File: config.mk
export PLATFORM = sky130hd
export DESIGN_NAME = np_dwell_balancer
export DESIGN_NICKNAME = d
export VERILOG_FILES = /design/src/rtl/np_bal_pkg.sv /design/src/rtl/np_imbalance.sv /design/src/rtl/np_scale_mult.sv /design/src/rtl/np_dwell_clamp.sv /design/src/rtl/np_dwell_balancer.sv
export SDC_FILE = /design/constraint.sdc
export NUM_CORES = 1
export LEC_CHECK = 0
export ABC_AREA = 1
export ABC_CLOCK_PERIOD_IN_PS = 7500
export BUFFER_PORTS_ARGS = -buffer_cell sky130_fd_sc_hd__buf_4
export CORE_AREA = 2 2 282 284
export CTS_CLUSTER_SIZE = 10
export DETAILED_ROUTE_END_ITERATION = 8
export DIE_AREA = 0 0 284 286
export HOLD_SLACK_MARGIN = 0.05
export SYNTH_ARGS = -nofsm -noshare
export SYNTH_HDL_FRONTEND = slang
export SYNTH_SLANG_ARGS = --single-unit
File: constraint.sdc
create_clock -name clk -period 7.5 [get_ports clk]
set_clock_uncertainty 0.2 [all_clocks]
set_input_delay 1.125 -clock clk [delete_from_list [all_inputs] [get_ports clk]]
set_output_delay 1.125 -clock clk [all_outputs]
set_load 0.01 [all_outputs]
File: src/rtl/np_bal_pkg.sv
package np_bal_pkg;

  // direction in which the correction moves dwell time
  typedef enum logic {
    DIR_TO_MED  = 1'b0,
    DIR_TO_ZERO = 1'b1
  } shift_dir_e;

endpackage

File: src/rtl/np_imbalance.sv
// Stage 1: capture sample, form |dV|, direction and |dV| * gain.
module np_imbalance
  import np_bal_pkg::*;
#(
  parameter int VW = 12,
  parameter int GW = 8,
  parameter int TW = 16,
  localparam int P1W = VW + GW
) (
  input  logic           clk,
  input  logic           rst,
  input  logic           in_valid,
  input  logic [VW-1:0]  vc_upper,
  input  logic [VW-1:0]  vc_lower,
  input  logic           in_neg,
  input  logic [TW-1:0]  t_big,
  input  logic [TW-1:0]  t_med,
  input  logic [TW-1:0]  t_zero,
  input  logic [GW-1:0]  gain,
  output logic           s1_valid,
  output logic [P1W-1:0] s1_prod,
  output shift_dir_e     s1_dir,
  output logic [TW-1:0]  s1_big,
  output logic [TW-1:0]  s1_med,
  output logic [TW-1:0]  s1_zero
);

  logic          upper_ge;
  logic [VW-1:0] abs_diff;
  shift_dir_e    dir_c;

  always_comb begin
    upper_ge = (vc_upper >= vc_lower);
    abs_diff = upper_ge ? (vc_upper - vc_lower) : (vc_lower - vc_upper);
    // sgn(dV) * sgn(In) == +1 -> take time from medium vector
    dir_c    = (upper_ge == !in_neg) ? DIR_TO_ZERO : DIR_TO_MED;
  end

  always_ff @(posedge clk) begin
    if (rst) begin
      s1_valid <= 1'b0;
      s1_prod  <= '0;
      s1_dir   <= DIR_TO_MED;
      s1_big   <= '0;
      s1_med   <= '0;
      s1_zero  <= '0;
    end else begin
      s1_valid <= in_valid;
      if (in_valid) begin
        s1_prod <= P1W'(abs_diff) * P1W'(gain);
        s1_dir  <= dir_c;
        s1_big  <= t_big;
        s1_med  <= t_med;
        s1_zero <= t_zero;
      end
    end
  end

endmodule

File: src/rtl/np_scale_mult.sv
// Stage 2: scale by the nominal medium time and drop fraction bits.
module np_scale_mult
  import np_bal_pkg::*;
#(
  parameter int P1W = 20,
  parameter int TW  = 16,
  parameter int SH  = 10,
  localparam int P2W = P1W + TW,
  localparam int MW  = P2W - SH
) (
  input  logic           clk,
  input  logic           rst,
  input  logic           s1_valid,
  input  logic [P1W-1:0] s1_prod,
  input  shift_dir_e     s1_dir,
  input  logic [TW-1:0]  s1_big,
  input  logic [TW-1:0]  s1_med,
  input  logic [TW-1:0]  s1_zero,
  output logic           s2_valid,
  output logic [MW-1:0]  s2_mag,
  output shift_dir_e     s2_dir,
  output logic [TW-1:0]  s2_big,
  output logic [TW-1:0]  s2_med,
  output logic [TW-1:0]  s2_zero
);

  logic [P2W-1:0] full_prod;

  always_comb begin
    full_prod = P2W'(s1_prod) * P2W'(s1_med);
  end

  always_ff @(posedge clk) begin
    if (rst) begin
      s2_valid <= 1'b0;
      s2_mag   <= '0;
      s2_dir   <= DIR_TO_MED;
      s2_big   <= '0;
      s2_med   <= '0;
      s2_zero  <= '0;
    end else begin
      s2_valid <= s1_valid;
      if (s1_valid) begin
        s2_mag  <= full_prod[P2W-1:SH];
        s2_dir  <= s1_dir;
        s2_big  <= s1_big;
        s2_med  <= s1_med;
        s2_zero <= s1_zero;
      end
    end
  end

endmodule

File: src/rtl/np_dwell_clamp.sv
// Stage 3: limit the shift to the donor time and apply it.
module np_dwell_clamp
  import np_bal_pkg::*;
#(
  parameter int TW = 16,
  parameter int MW = 26
) (
  input  logic          clk,
  input  logic          rst,
  input  logic          s2_valid,
  input  logic [MW-1:0] s2_mag,
  input  shift_dir_e    s2_dir,
  input  logic [TW-1:0] s2_big,
  input  logic [TW-1:0] s2_med,
  input  logic [TW-1:0] s2_zero,
  output logic          out_valid,
  output logic [TW-1:0] t_big_o,
  output logic [TW-1:0] t_med_o,
  output logic [TW-1:0] t_zero_o
);

  logic [TW-1:0] donor;
  logic [TW-1:0] moved;
  logic [TW-1:0] med_n;
  logic [TW-1:0] zero_n;

  always_comb begin
    donor = (s2_dir == DIR_TO_ZERO) ? s2_med : s2_zero;
    if (s2_mag > MW'(donor)) moved = donor;
    else                     moved = s2_mag[TW-1:0];
    if (s2_dir == DIR_TO_ZERO) begin
      med_n  = s2_med - moved;
      zero_n = s2_zero + moved;
    end else begin
      med_n  = s2_med + moved;
      zero_n = s2_zero - moved;
    end
  end

  always_ff @(posedge clk) begin
    if (rst) begin
      out_valid <= 1'b0;
      t_big_o   <= '0;
      t_med_o   <= '0;
      t_zero_o  <= '0;
    end else begin
      out_valid <= s2_valid;
      if (s2_valid) begin
        t_big_o  <= s2_big;
        t_med_o  <= med_n;
        t_zero_o <= zero_n;
      end
    end
  end

endmodule

File: src/rtl/np_dwell_balancer.sv
module np_dwell_balancer
  import np_bal_pkg::*;
#(
  parameter int VW       = 12,
  parameter int VF       = 4,
  parameter int GW       = 8,
  parameter int GF       = 6,
  parameter int TW       = 16,
  parameter int GAIN_RST = 13
) (
  input  logic          clk,
  input  logic          rst,
  input  logic          gain_we,
  input  logic [GW-1:0] gain_wdata,
  input  logic          in_valid,
  input  logic [VW-1:0] vc_upper,
  input  logic [VW-1:0] vc_lower,
  input  logic          in_neg,
  input  logic [TW-1:0] t_big,
  input  logic [TW-1:0] t_med,
  input  logic [TW-1:0] t_zero,
  output logic          out_valid,
  output logic [TW-1:0] t_big_o,
  output logic [TW-1:0] t_med_o,
  output logic [TW-1:0] t_zero_o
);

  localparam int SH  = GF + VF;
  localparam int P1W = VW + GW;
  localparam int MW  = P1W + TW - SH;

  logic [GW-1:0] gain_q;

  always_ff @(posedge clk) begin
    if (rst)          gain_q <= GW'(GAIN_RST);
    else if (gain_we) gain_q <= gain_wdata;
  end

  logic           s1_valid;
  logic [P1W-1:0] s1_prod;
  shift_dir_e     s1_dir;
  logic [TW-1:0]  s1_big, s1_med, s1_zero;

  logic           s2_valid;
  logic [MW-1:0]  s2_mag;
  shift_dir_e     s2_dir;
  logic [TW-1:0]  s2_big, s2_med, s2_zero;

  np_imbalance #(.VW(VW), .GW(GW), .TW(TW)) u_imb (
    .clk(clk), .rst(rst), .in_valid(in_valid),
    .vc_upper(vc_upper), .vc_lower(vc_lower), .in_neg(in_neg),
    .t_big(t_big), .t_med(t_med), .t_zero(t_zero), .gain(gain_q),
    .s1_valid(s1_valid), .s1_prod(s1_prod), .s1_dir(s1_dir),
    .s1_big(s1_big), .s1_med(s1_med), .s1_zero(s1_zero)
  );

  np_scale_mult #(.P1W(P1W), .TW(TW), .SH(SH)) u_mul (
    .clk(clk), .rst(rst), .s1_valid(s1_valid), .s1_prod(s1_prod),
    .s1_dir(s1_dir), .s1_big(s1_big), .s1_med(s1_med), .s1_zero(s1_zero),
    .s2_valid(s2_valid), .s2_mag(s2_mag), .s2_dir(s2_dir),
    .s2_big(s2_big), .s2_med(s2_med), .s2_zero(s2_zero)
  );

  np_dwell_clamp #(.TW(TW), .MW(MW)) u_clamp (
    .clk(clk), .rst(rst), .s2_valid(s2_valid), .s2_mag(s2_mag),
    .s2_dir(s2_dir), .s2_big(s2_big), .s2_med(s2_med), .s2_zero(s2_zero),
    .out_valid(out_valid), .t_big_o(t_big_o), .t_med_o(t_med_o),
    .t_zero_o(t_zero_o)
  );

endmodule

==> flow_summary_export.csv, run 1 <==
group,metric,value,unit
logic_synthesis,postSynthCellCount,3258,
clock_tree,cts_root_buffer,"clkbuf_16",
grt,use_met3,0.0295,
detailed_routing,vias,20500,
power,ir_drop,0.237,mV
power,p_int,4440,uW
logic_synthesis,synth_top_flop_cell,"dfxtp_1",
floorplan,die_h,286,um
clock_tree,cts_buffers,26,
worst_setup_path,worst-setup-path-type,"reg2reg",
logic_synthesis,synth_top_area_share,0.260,
worst_setup_path,r2r_cells,24,
grt,grt_busiest_layer,"met2",
logic_synthesis,synth_seq_cells,203,
worst_setup_path,cp.required,7.79,ns
grt,antenna_found_initial,4,
power,pwr-share-comb,0.720,
grt,grt_pass1_vias,20900,
timing,hold_violations,0,
hold_path,worstHoldStart,"u_mul.s2_big[13]",
timing,fin_ws,0.543,ns
worst_setup_path,cpPeakStageDelay,0.83,ns
grt,gr-total-overflow,0,
power,p_sw,4640,uW
timing,setup_viol,0,
place,gp_congestion,0.903,
hold_path,min_path_cells,2,
power,leakagePower,0.0144,uW
logic_synthesis,synthTopCellsByArea,"fa_1 26%, dfxtp_1 17%, ha_1 11%",
place,place_inst,4382,
timing,max_freq,0.144,GHz
timing,worst_pin_slew,0.977,ns
power,swShare,0.511,
clock_tree,clockBufferDepth,3,
timing,layout_min_cycle_time,6.96,ns
power,power_frac_clock,0.126,
layout,layout.nets,3973,
worst_setup_path,crit_path_end_kind,"flop",
logic_synthesis,ys_warn_count,0,
detailed_routing,drtIter0Drc,1220,
worst_setup_path,cpMaxStageDelayCell,"dfxtp_1",
detailed_routing,vias_per_cell,4.63,
detailed_routing,ant_nets,0,
grt,grt_usage,0.169,
timing,final_max_slew_viol_count,0,
power,p_seq_frac,0.155,
logic_synthesis,syn-num-nets,3871,
worst_setup_path,path_buf_inv,5,
clock_tree,clk_pin_slew,0.06,ns
layout,fin_cells,4421,
floorplan,coreArea,78400,um^2
clock_tree,htreeDepth,1,
run_status,status,"finished, final reports clean",
grt,grt_first_pass_wirelength,111000,um
logic_synthesis,synth-async-reset-ratio,0,
layout,fin_util,0.347,
worst_setup_path,worstSetupStartpoint,"u_imb.s1_med[1]",
worst_setup_path,cp_top_family,"adder cells",
timing,min_period_over_period,0.928,
worst_setup_path,arrival,7.24,ns
logic_synthesis,synth_common_cells,"707 x inv_1, 539 x nand2_1, 437 x nor2_1",
logic_synthesis,synth_edf_count,0,
logic_synthesis,synth.most_common_cell,"inv_1",
grt,use_met1,0.228,
timing,relSlewSlack,0.349,
clock_tree,clkLatencyLatePin,0.55,ns
floorplan,start_util,0.307,
worst_setup_path,r2r_start,"u_imb.s1_med[1]",
floorplan,rows,103,
logic_synthesis,syn_area_per_cell,7.38,um^2
detailed_routing,drtPass1Iterations,6,
logic_synthesis,ys_types,52,
floorplan,die_area,81200,um^2
logic_synthesis,syn_area,24100,um^2
worst_setup_path,worstReg2RegEnd,"u_mul.s2_mag[19]",
worst_setup_path,r2r_slack,0.54,ns
floorplan,die_w,284,um
worst_setup_path,crit_top_cell,"fa_1",
worst_setup_path,cp_cell_sequence,"nand2_1 -> fa_1 -> inv_1 -> fa_1 -> inv_1 -> fa_1 -> fa_1 -> inv_1 -> fa_1 -> inv_1 -> fa_1 -> inv_1 -> ha_1 -> nand2_1 -> nor2_1 -> nand4_1 -> o21ai_1 -> a21oi_1 -> o21ai_0 -> nand2_1 -> nand2_1 -> a21oi_1 -> or2_2 -> a31oi_1",
power,power.density,334,nW/um^2
hold_path,min_to,"u_clamp.t_big_o[13]",
place,port_buffers,133,
run,drv_cap,0,
worst_setup_path,startpoint_type,"flop",
detailed_routing,routed_wl,67500,um
worst_setup_path,critPathMaxFanout,15,
logic_synthesis,seq_area_frac_synth,0.169,
layout,nFillCells,8531,
grt,met2_usage,0.281,
place,dp_hpwl,55000,um
detailed_routing,drc,0,
logic_synthesis,synth_top_cell_by_area,"fa_1",
hold_path,hold_class,"reg2reg",
layout,synthToLayoutAreaGrowth,13.2,%
clock_tree,cts.sinks,203,
clock_tree,cts_tree,"done",
floorplan,io_pins,134,
detailed_routing,wire_per_inst,15.3,um
layout,drive_gt1_frac,0.0905,
grt,grt_max_degree,114,
place,place_ws,-0.108,ns
timing,rsz0062_at_grt,"no",
clock_tree,holdBufCountCts,0,
-- per-layer routing --
| layer | wire length (um) | vias to the layer above | part of all wire |
|---|---|---|---|
| met5 | 46 | - | 0.00068 |
| met4 | 1650 | 8 | 0.025 |
| met3 | 3960 | 99 | 0.059 |
| met2 | 30700 | 439 | 0.46 |
| met1 | 31100 | 9842 | 0.46 |
| li1 | - | 10100 | - |
-- kinds of logic after synthesis --
logic type,Yosys count,synth area share
simple gates,1094,0.182
buf+inv,864,0.136
fa+ha+maj,528,0.372
compound gates,485,0.110
flops,203,0.169
xor+xnor,77,0.0283
mux,7,0.00291
-- cells in the final DEF, fill, tap and decap left out, types with 11 or more instances in the layout --
master	count
o21ai_0	251
a31oi_1	11
inv_1	706
xor2_1	55
dfxtp_1	201
nor2_1	437
clkbuf_16	26
a21oi_1	154
buf_4	222
nand4_1	13
nand2_1	539
or2_2	15
ha_1	215
fa_1	313
xnor2_1	20
nand3_1	55
-- area by class of cell --
class	count	area, um^2	area share
Antenna cell	1	2.50	0.0000919
Clock buffer	34	711	0.0261
Clock inverter	4	37.5	0.00138
Inverter	716	2690	0.0988
Multi-Input combinational cell	2191	16700	0.615
Sequential cell	203	4070	0.149
Tap cell	1050	1310	0.0483
Timing Repair Buffer	222	1670	0.0612
-- per-stage QoR --
| stage | power, uW | cell area (um^2) | setup TNS [ns] | hold slack [ns] |
|---|---|---|---|---|
| floorplan | 6000 | 24100 | 0 | 0.248 |
| global placement | 7930 | 26500 | -0.0294 | 0.261 |
| detailed placement | 7970 | 26500 | -0.286 | 0.264 |
| CTS | 9160 | 27200 | 0 | 0.257 |
| global route | 10200 | 27200 | 0 | 0.299 |
| finish | 9080 | 27200 | 0 | 0.269 |
-- flip-flops by register name (all words and copies together), names as in the netlist --
register           flops
gain_q                 8
u_clamp.out_valid      1
u_clamp.t_big_o       16
u_clamp.t_med_o       16
u_clamp.t_zero_o      16
u_imb.s1_big          16
u_imb.s1_dir           1
u_imb.s1_med          16
u_imb.s1_prod         20
u_imb.s1_valid         1
u_imb.s1_zero         16
u_mul.s2_big          16
u_mul.s2_dir           1
u_mul.s2_mag          26
u_mul.s2_med          16
u_mul.s2_valid         1
u_mul.s2_zero         16
-- worst max path at each step --
stage                             end  slack, ns  cells after the start
detailed placement  u_imb.s1_prod[16]      -0.11                     31
finish               u_mul.s2_mag[19]       0.54                     24
CTS                 u_imb.s1_prod[16]       0.45                     31
floorplan           u_imb.s1_prod[16]       0.23                     33
global placement    u_imb.s1_prod[16]      -0.03                     31
global route        u_imb.s1_prod[17]       0.03                     29
-- tightest hold or removal path, cell delays in order (launching register included) --
cell	delay (ns)
dfxtp_1	0.32
nor2_1	0.05
nor2_1	0.08
-- power by group through the flow --
stage / clock network [uW] / registers (uW) / logic (uW)
after floorplan: 0 / 1280 / 4720
after global placement: 0 / 1420 / 6500
after detailed placement: 0 / 1420 / 6550
after CTS: 1170 / 1400 / 6590
after global routing: 1210 / 1420 / 7580
final: 1140 / 1410 / 6540
-- timing repair --
item / 4_1_cts / 5_1_grt
setup buffers: 0 / 0
resized for setup: 0 / 1
setup endpoints to repair: 0 / 4
No activity file was read; power rests on OpenSTA's default activity.
==> run 2: changes to the inputs <==
--- a/config.mk
+++ b/config.mk
@@ -13,6 +13,7 @@
 export DETAILED_ROUTE_END_ITERATION = 8
 export DIE_AREA = 0 0 284 286
 export HOLD_SLACK_MARGIN = 0.05
+export RECOVER_POWER = 50
 export SYNTH_ARGS = -nofsm -noshare
 export SYNTH_HDL_FRONTEND = slang
 export SYNTH_SLANG_ARGS = --single-unit
==> run 2 against run 1 <==
Compared with the run above:
- the flow now finishes with violations (max-capacitance violations, max-slew violations)
- cell area fell by 0.69%
- total power fell by 0.16%
- cell count did not move
- register-to-register slack got worse by 0.02 ns
- critical path type unchanged
- largest power group unchanged
==> flow_summary_export.csv, run 2 (synthesized netlist as in run 1, its figures left out) <==
group,metric,value,unit
run_status,status,"complete, but fails checks",
run_status,violations,"max-capacitance violations, max-slew violations",
grt,grt_first_pass_wirelength,111000,um
worst_setup_path,cpMaxStageDelayCell,"dfxtp_1",
worst_setup_path,arrival,7.26,ns
timing,final_max_slew_viol_count,49,
floorplan,coreArea,78400,um^2
worst_setup_path,cp_cell_sequence,"nand2_1 -> fa_1 -> inv_1 -> fa_1 -> inv_1 -> fa_1 -> fa_1 -> inv_1 -> fa_1 -> inv_1 -> fa_1 -> inv_1 -> ha_1 -> nand2_1 -> nor2_1 -> nand4_1 -> o21ai_1 -> a21oi_1 -> o21ai_0 -> nand2_1 -> nand2_1 -> a21oi_1 -> or2_2 -> a31oi_1",
worst_setup_path,cpPeakStageDelay,0.84,ns
layout,reg.largest.list,"u_mul.s2_mag x26, u_imb.s1_prod x20",
power,power.density,335,nW/um^2
place,dp_hpwl,55000,um
clock_tree,cts.sinks,203,
layout,drive_gt1_frac,0.0757,
timing,min_period_over_period,0.930,
grt,antenna_found_initial,4,
detailed_routing,wire_per_inst,15.3,um
layout,fin_cells,4421,
place,place_inst,4382,
clock_tree,holdBufCountCts,0,
worst_setup_path,worst-setup-path-type,"reg2reg",
timing,hold_violations,0,
layout,final_cell_mix,"706 x inv_1, 539 x nand2_1, 437 x nor2_1",
run,drv_cap,1,
layout,largest_register,"u_mul.s2_mag",
detailed_routing,vias,20500,
timing,relSlewSlack,-0.918,
layout,synthToLayoutAreaGrowth,12.4,%
worst_setup_path,path_buf_inv,5,
detailed_routing,drc,0,
timing,fin_ws,0.524,ns
hold_path,hold_class,"reg2reg",
floorplan,die_h,286,um
detailed_routing,ant_nets,0,
floorplan,io_pins,134,
timing,rsz0062_at_grt,"no",
worst_setup_path,cp.required,7.78,ns
clock_tree,htreeDepth,1,
clock_tree,cts_root_buffer,"clkbuf_16",
grt,grt_pass1_vias,20900,
layout,layout.nets,3973,
worst_setup_path,cp_top_family,"adder cells",
clock_tree,clkLatencyLatePin,0.55,ns
detailed_routing,drtIter0Drc,1281,
place,port_buffers,133,
detailed_routing,routed_wl,67500,um
place,gp_congestion,0.903,
power,leakagePower,0.0142,uW
worst_setup_path,critPathMaxFanout,15,
floorplan,rows,103,
worst_setup_path,crit_path_end_kind,"flop",
grt,gr-total-overflow,0,
worst_setup_path,cp_num_cells,24,
floorplan,die_w,284,um
layout,mostFrequentLayoutCell,"inv_1",
worst_setup_path,startpoint_type,"flop",
hold_path,min_path_cells,2,
timing,max_freq,0.143,GHz
timing,layout_min_cycle_time,6.98,ns
grt,grt_usage,0.169,
detailed_routing,drtPass1Iterations,5,
clock_tree,clk_pin_slew,0.06,ns
timing,worst_pin_slew,2.88,ns
timing,hold_ws,0.269,ns
power,total_power,9070,uW
floorplan,die_area,81200,um^2
clock_tree,clockBufferDepth,3,
power,ir_drop,0.238,mV
timing,setup_viol,0,
floorplan,start_util,0.307,
grt,grt_max_degree,114,
detailed_routing,vias_per_cell,4.63,
clock_tree,cts_buffers,26,
worst_setup_path,crit_top_cell,"fa_1",
clock_tree,cts_tree,"done",
place,place_ws,-0.108,ns
layout,largest_reg_flops,26,
worst_setup_path,r2r_cells,24,
## run 2: stage by stage
stage	util	setup TNS, ns	area (um^2)
final	0.345	0	27000
after global routing	0.345	0	27000
after CTS	0.347	0	27200
after detailed placement	0.338	-0.286	26500
after global placement	0.338	-0.0294	26500
after floorplan	-	0	24100
## run 2: tightest hold or removal path: cells and delay by family, from the launching register on
kind             cells  cell delay [ns]
flip-flops           1             0.32
AND/OR/NAND/NOR      2             0.13
## run 2: timing repair
item                       4_1_cts  5_1_grt
resized for setup                0        1
buffers inserted                 0        0
hold endpoints to repair         0        0
setup endpoints to repair        0        4
## run 2: cell type report
cell class | instances | area, um^2
multi-input cells | 2191 | 16700
clock inverters | 4 | 37.5
diodes | 1 | 2.50
inverters | 716 | 2690
fillers | 8587 | 51300
well taps | 1050 | 1310
repair buffers | 222 | 1480
flip-flops and latches | 203 | 4070
clock buffers | 34 | 711
## run 2: worst paths after layout
kind | slack, ns | from | end
worst min-delay path | 0.27 | u_mul.s2_big[13] | u_clamp.t_big_o[13]
worst min register to register | 0.27 | u_mul.s2_big[13] | u_clamp.t_big_o[13]
worst max register to register | 0.52 | u_imb.s1_med[1] | u_mul.s2_mag[19]
worst max-delay path | 0.52 | u_imb.s1_med[1] | u_mul.s2_mag[19]
## run 2: where the power goes
| part | switching, uW | internal [uW] | total [uW] |
|---|---|---|---|
| sequential | 203 | 1200 | 1400 |
| combinational | 3960 | 2570 | 6530 |
| clock | 482 | 657 | 1140 |
## run 2: per-layer routing
metal / vias up / routed length (um) / share of wire / GRT usage
met1: 9846 / 31200 / 0.46 / 0.228
met4: 8 / 1630 / 0.024 / 0.0424
met3: 103 / 3950 / 0.058 / 0.0295
met5: - / 46 / 0.00068 / 0
li1: 10100 / - / - / -
met2: 457 / 30700 / 0.45 / 0.281
==> run 3: changes to the inputs <==
--- a/config.mk
+++ b/config.mk
@@ -5,13 +5,12 @@
 export SDC_FILE = /design/constraint.sdc
 export NUM_CORES = 1
 export LEC_CHECK = 0
-export ABC_AREA = 1
 export ABC_CLOCK_PERIOD_IN_PS = 7500
 export BUFFER_PORTS_ARGS = -buffer_cell sky130_fd_sc_hd__buf_4
-export CORE_AREA = 2 2 282 284
+export CORE_AREA = 3 3 283 285
 export CTS_CLUSTER_SIZE = 10
 export DETAILED_ROUTE_END_ITERATION = 8
-export DIE_AREA = 0 0 284 286
+export DIE_AREA = 0 0 286 288
 export HOLD_SLACK_MARGIN = 0.05
 export RECOVER_POWER = 50
 export SYNTH_ARGS = -nofsm -noshare
==> run 3 against run 2 <==
Compared with the run above:
- the flow still finishes with violations (max-capacitance violations, max-slew violations)
- cell area grew 2.4%
- clock power is essentially flat
- worst hold slack lost 0.00092 ns
- count of clock-buffer cells in the layout shrank 4
- synthesized cell count shrank 16%
- critical path depth grew 7
- area after synthesis shrank 0.19%
- routed wire length shrank 13%
- maximum frequency shrank 3.9%
- critical endpoint is now u_imb.s1_prod[15]
==> flow_summary_export.csv, run 3 <==
group,metric,value,unit
layout,mostFrequentLayoutCell,"inv_1",
logic_synthesis,synth_common_cells,"431 x inv_1, 313 x fa_1, 285 x nand2_1",
place,port_buffers,133,
place,dp_hpwl,47000,um
power,ir_drop,0.245,mV
run_status,violations,"max-capacitance violations, max-slew violations",
logic_synthesis,ys_warn_count,0,
worst_setup_path,crit_path_end_kind,"flop",
run,drv_cap,4,
worst_setup_path,startpoint_type,"primary input",
grt,antenna_found_initial,0,
clock_tree,cts.sinks,203,
layout,reg.largest.list,"u_mul.s2_mag x26, u_imb.s1_prod x20",
clock_tree,cts_buffers,25,
clock_tree,clkLatencyLatePin,0.54,ns
layout,drive_gt1_frac,0.112,
clock_tree,clockBufferDepth,3,
logic_synthesis,synth_top_cell_by_area,"fa_1",
logic_synthesis,synth_top_area_share,0.261,
power,leakagePower,0.0130,uW
floorplan,die_h,288,um
floorplan,rows,102,
worst_setup_path,cp.required,7.76,ns
logic_synthesis,synth-async-reset-ratio,0,
layout,largest_register,"u_mul.s2_mag",
timing,final_max_slew_viol_count,156,
timing,max_freq,0.138,GHz
logic_synthesis,synth.most_common_cell,"inv_1",
worst_setup_path,cpPeakStageDelay,0.54,ns
timing,worst_pin_slew,3.75,ns
layout,final_cell_mix,"429 x inv_1, 312 x fa_1, 285 x nand2_1",
grt,grt_usage,0.142,
timing,min_period_over_period,0.967,
logic_synthesis,synth_edf_count,0,
layout,final_cell_area,27700,um^2
logic_synthesis,synth_seq_cells,203,
detailed_routing,drtIter0Drc,846,
detailed_routing,ant_nets,0,
grt,grt_first_pass_wirelength,97000,um
clock_tree,htreeDepth,1,
detailed_routing,wire_per_inst,14.8,um
floorplan,start_util,0.309,
detailed_routing,vias,18300,
worst_setup_path,arrival,7.51,ns
power,power.density,325,nW/um^2
worst_setup_path,worst-setup-path-type,"in2reg",
detailed_routing,drc,0,
floorplan,die_w,286,um
place,gp_congestion,0.848,
grt,grt_pass1_vias,18500,
layout,nFillCells,8199,
clock_tree,cts_root_buffer,"clkbuf_16",
logic_synthesis,postSynthCellCount,2726,
logic_synthesis,syn_area_per_cell,8.81,um^2
grt,gr-total-overflow,0,
clock_tree,cts_tree,"done",
logic_synthesis,synth_top_flop_cell,"dfxtp_1",
logic_synthesis,ys_types,88,
logic_synthesis,syn-num-nets,3339,
worst_setup_path,crit_top_cell,"fa_1",
timing,fin_ws,0.244,ns
grt,grt_max_degree,81,
timing,relSlewSlack,-1.50,
worst_setup_path,cpMaxStageDelayCell,"fa_1",
place,place_ws,-0.529,ns
timing,setup_viol,0,
timing,layout_min_cycle_time,7.26,ns
logic_synthesis,syn_area,24000,um^2
worst_setup_path,critPathMaxFanout,6,
run_status,status,"complete, but fails checks",
timing,hold_violations,0,
layout,largest_reg_flops,26,
hold_path,hold_class,"reg2reg",
detailed_routing,routed_wl,58500,um
floorplan,die_area,82400,um^2
logic_synthesis,synthTopCellsByArea,"fa_1 26%, dfxtp_1 17%, ha_1 11%",
detailed_routing,vias_per_cell,4.64,
floorplan,io_pins,134,
detailed_routing,drtPass1Iterations,5,
logic_synthesis,seq_area_frac_synth,0.169,
layout,synthToLayoutAreaGrowth,15.4,%
floorplan,coreArea,77600,um^2
place,placed_cell_area,26900,um^2
clock_tree,clk_pin_slew,0.06,ns
layout,layout.nets,3508,
run 3: changes by cell type after synthesis, moves of 163 or more:
cell | before | now
o21ai_0 | 251 | 35
nor2_1 | 437 | 250
mux2i_1 | 7 | 195
inv_1 | 707 | 431
nand2_1 | 539 | 285
and2_1 | 0 | 163
run 3: layout make-up:
| cell class | instances | area (um^2) | share of cell area |
|---|---|---|---|
| multi-input combinational | 1959 | 18100 | 0.652 |
| sequential | 203 | 4070 | 0.147 |
| timing repair buffer | 272 | 1880 | 0.0679 |
| inverter | 434 | 1640 | 0.0593 |
| tap | 1040 | 1300 | 0.0470 |
| clock buffer | 30 | 676 | 0.0244 |
| clock inverter | 3 | 68.8 | 0.00248 |
| antenna | 1 | 2.50 | 0.0000903 |
run 3: metrics by stage:
stage          instances  power [uW]  hold slack, ns   util  TNS, ns
4_1_cts             3932        8960           0.273  0.357        0
3_3_place_gp        3899        7690           0.259  0.347    -3.04
2_1_floorplan       2726        6040           0.245      -   -0.360
6_report            3942        9020           0.268  0.357        0
5_1_grt             3941        9990           0.295  0.357  -0.0367
3_5_place_dp        3899        7730           0.262  0.347    -4.07
run 3: critical path: cells and delay by family:
kind | cells | cell delay, ns
adder cells (fa/ha/maj) | 7 | 2.75
AO/OA/AOI/OAI | 9 | 1.65
AND/OR/NAND/NOR | 5 | 0.81
buffers and inverters | 8 | 0.70
multiplexers | 1 | 0.28
XOR/XNOR | 1 | 0.18
run 3: timing repair:
| item | CTS | global route |
|---|---|---|
| setup buffers | 0 | 9 |
| hold buffers | 0 | 0 |
| gates resized for setup | 0 | 27 |
| endpoints found under the setup margin | 0 | 9 |
run 3: final timing paths:
check,startpoint,endpoint,slack [ns],cells past startpoint
setup reg to reg,u_imb.s1_med[1],u_mul.s2_mag[25],0.40,24
setup / recovery,vc_upper[0],u_imb.s1_prod[15],0.24,31
hold / removal,u_clamp.t_med_o[3],u_clamp.t_med_o[3],0.27,2
hold reg to reg,u_clamp.t_med_o[3],u_clamp.t_med_o[3],0.27,2
run 3: layer usage:
metal | global-route usage | routed length [um] | vias to the layer above
met5 | 0 | 0 | -
met4 | 0.0237 | 990 | 0
met3 | 0.0114 | 1700 | 51
met2 | 0.235 | 27100 | 259
met1 | 0.205 | 28700 | 9016
li1 | - | - | 8980
run 3: cell families (layout without fill, tap and decap cells):
group | after synthesis | after routing | synth area share
mux | 209 | 209 | 0.0890
buf+inv | 564 | 739 | 0.0890
fa+ha+maj | 528 | 528 | 0.373
other cells | 0 | 1 | 0
simple gates | 877 | 877 | 0.171
flops | 203 | 203 | 0.169
compound gates | 256 | 256 | 0.0743
xor+xnor | 89 | 89 | 0.0340
run 3: report_power, final:
| group | internal [uW] | switching (uW) | leakage, uW | total, uW |
|---|---|---|---|---|
| Clock | 694 | 465 | 0.000364 | 1160 |
| Sequential | 1210 | 230 | 0.00166 | 1440 |
| Combinational | 3010 | 3410 | 0.0109 | 6410 |
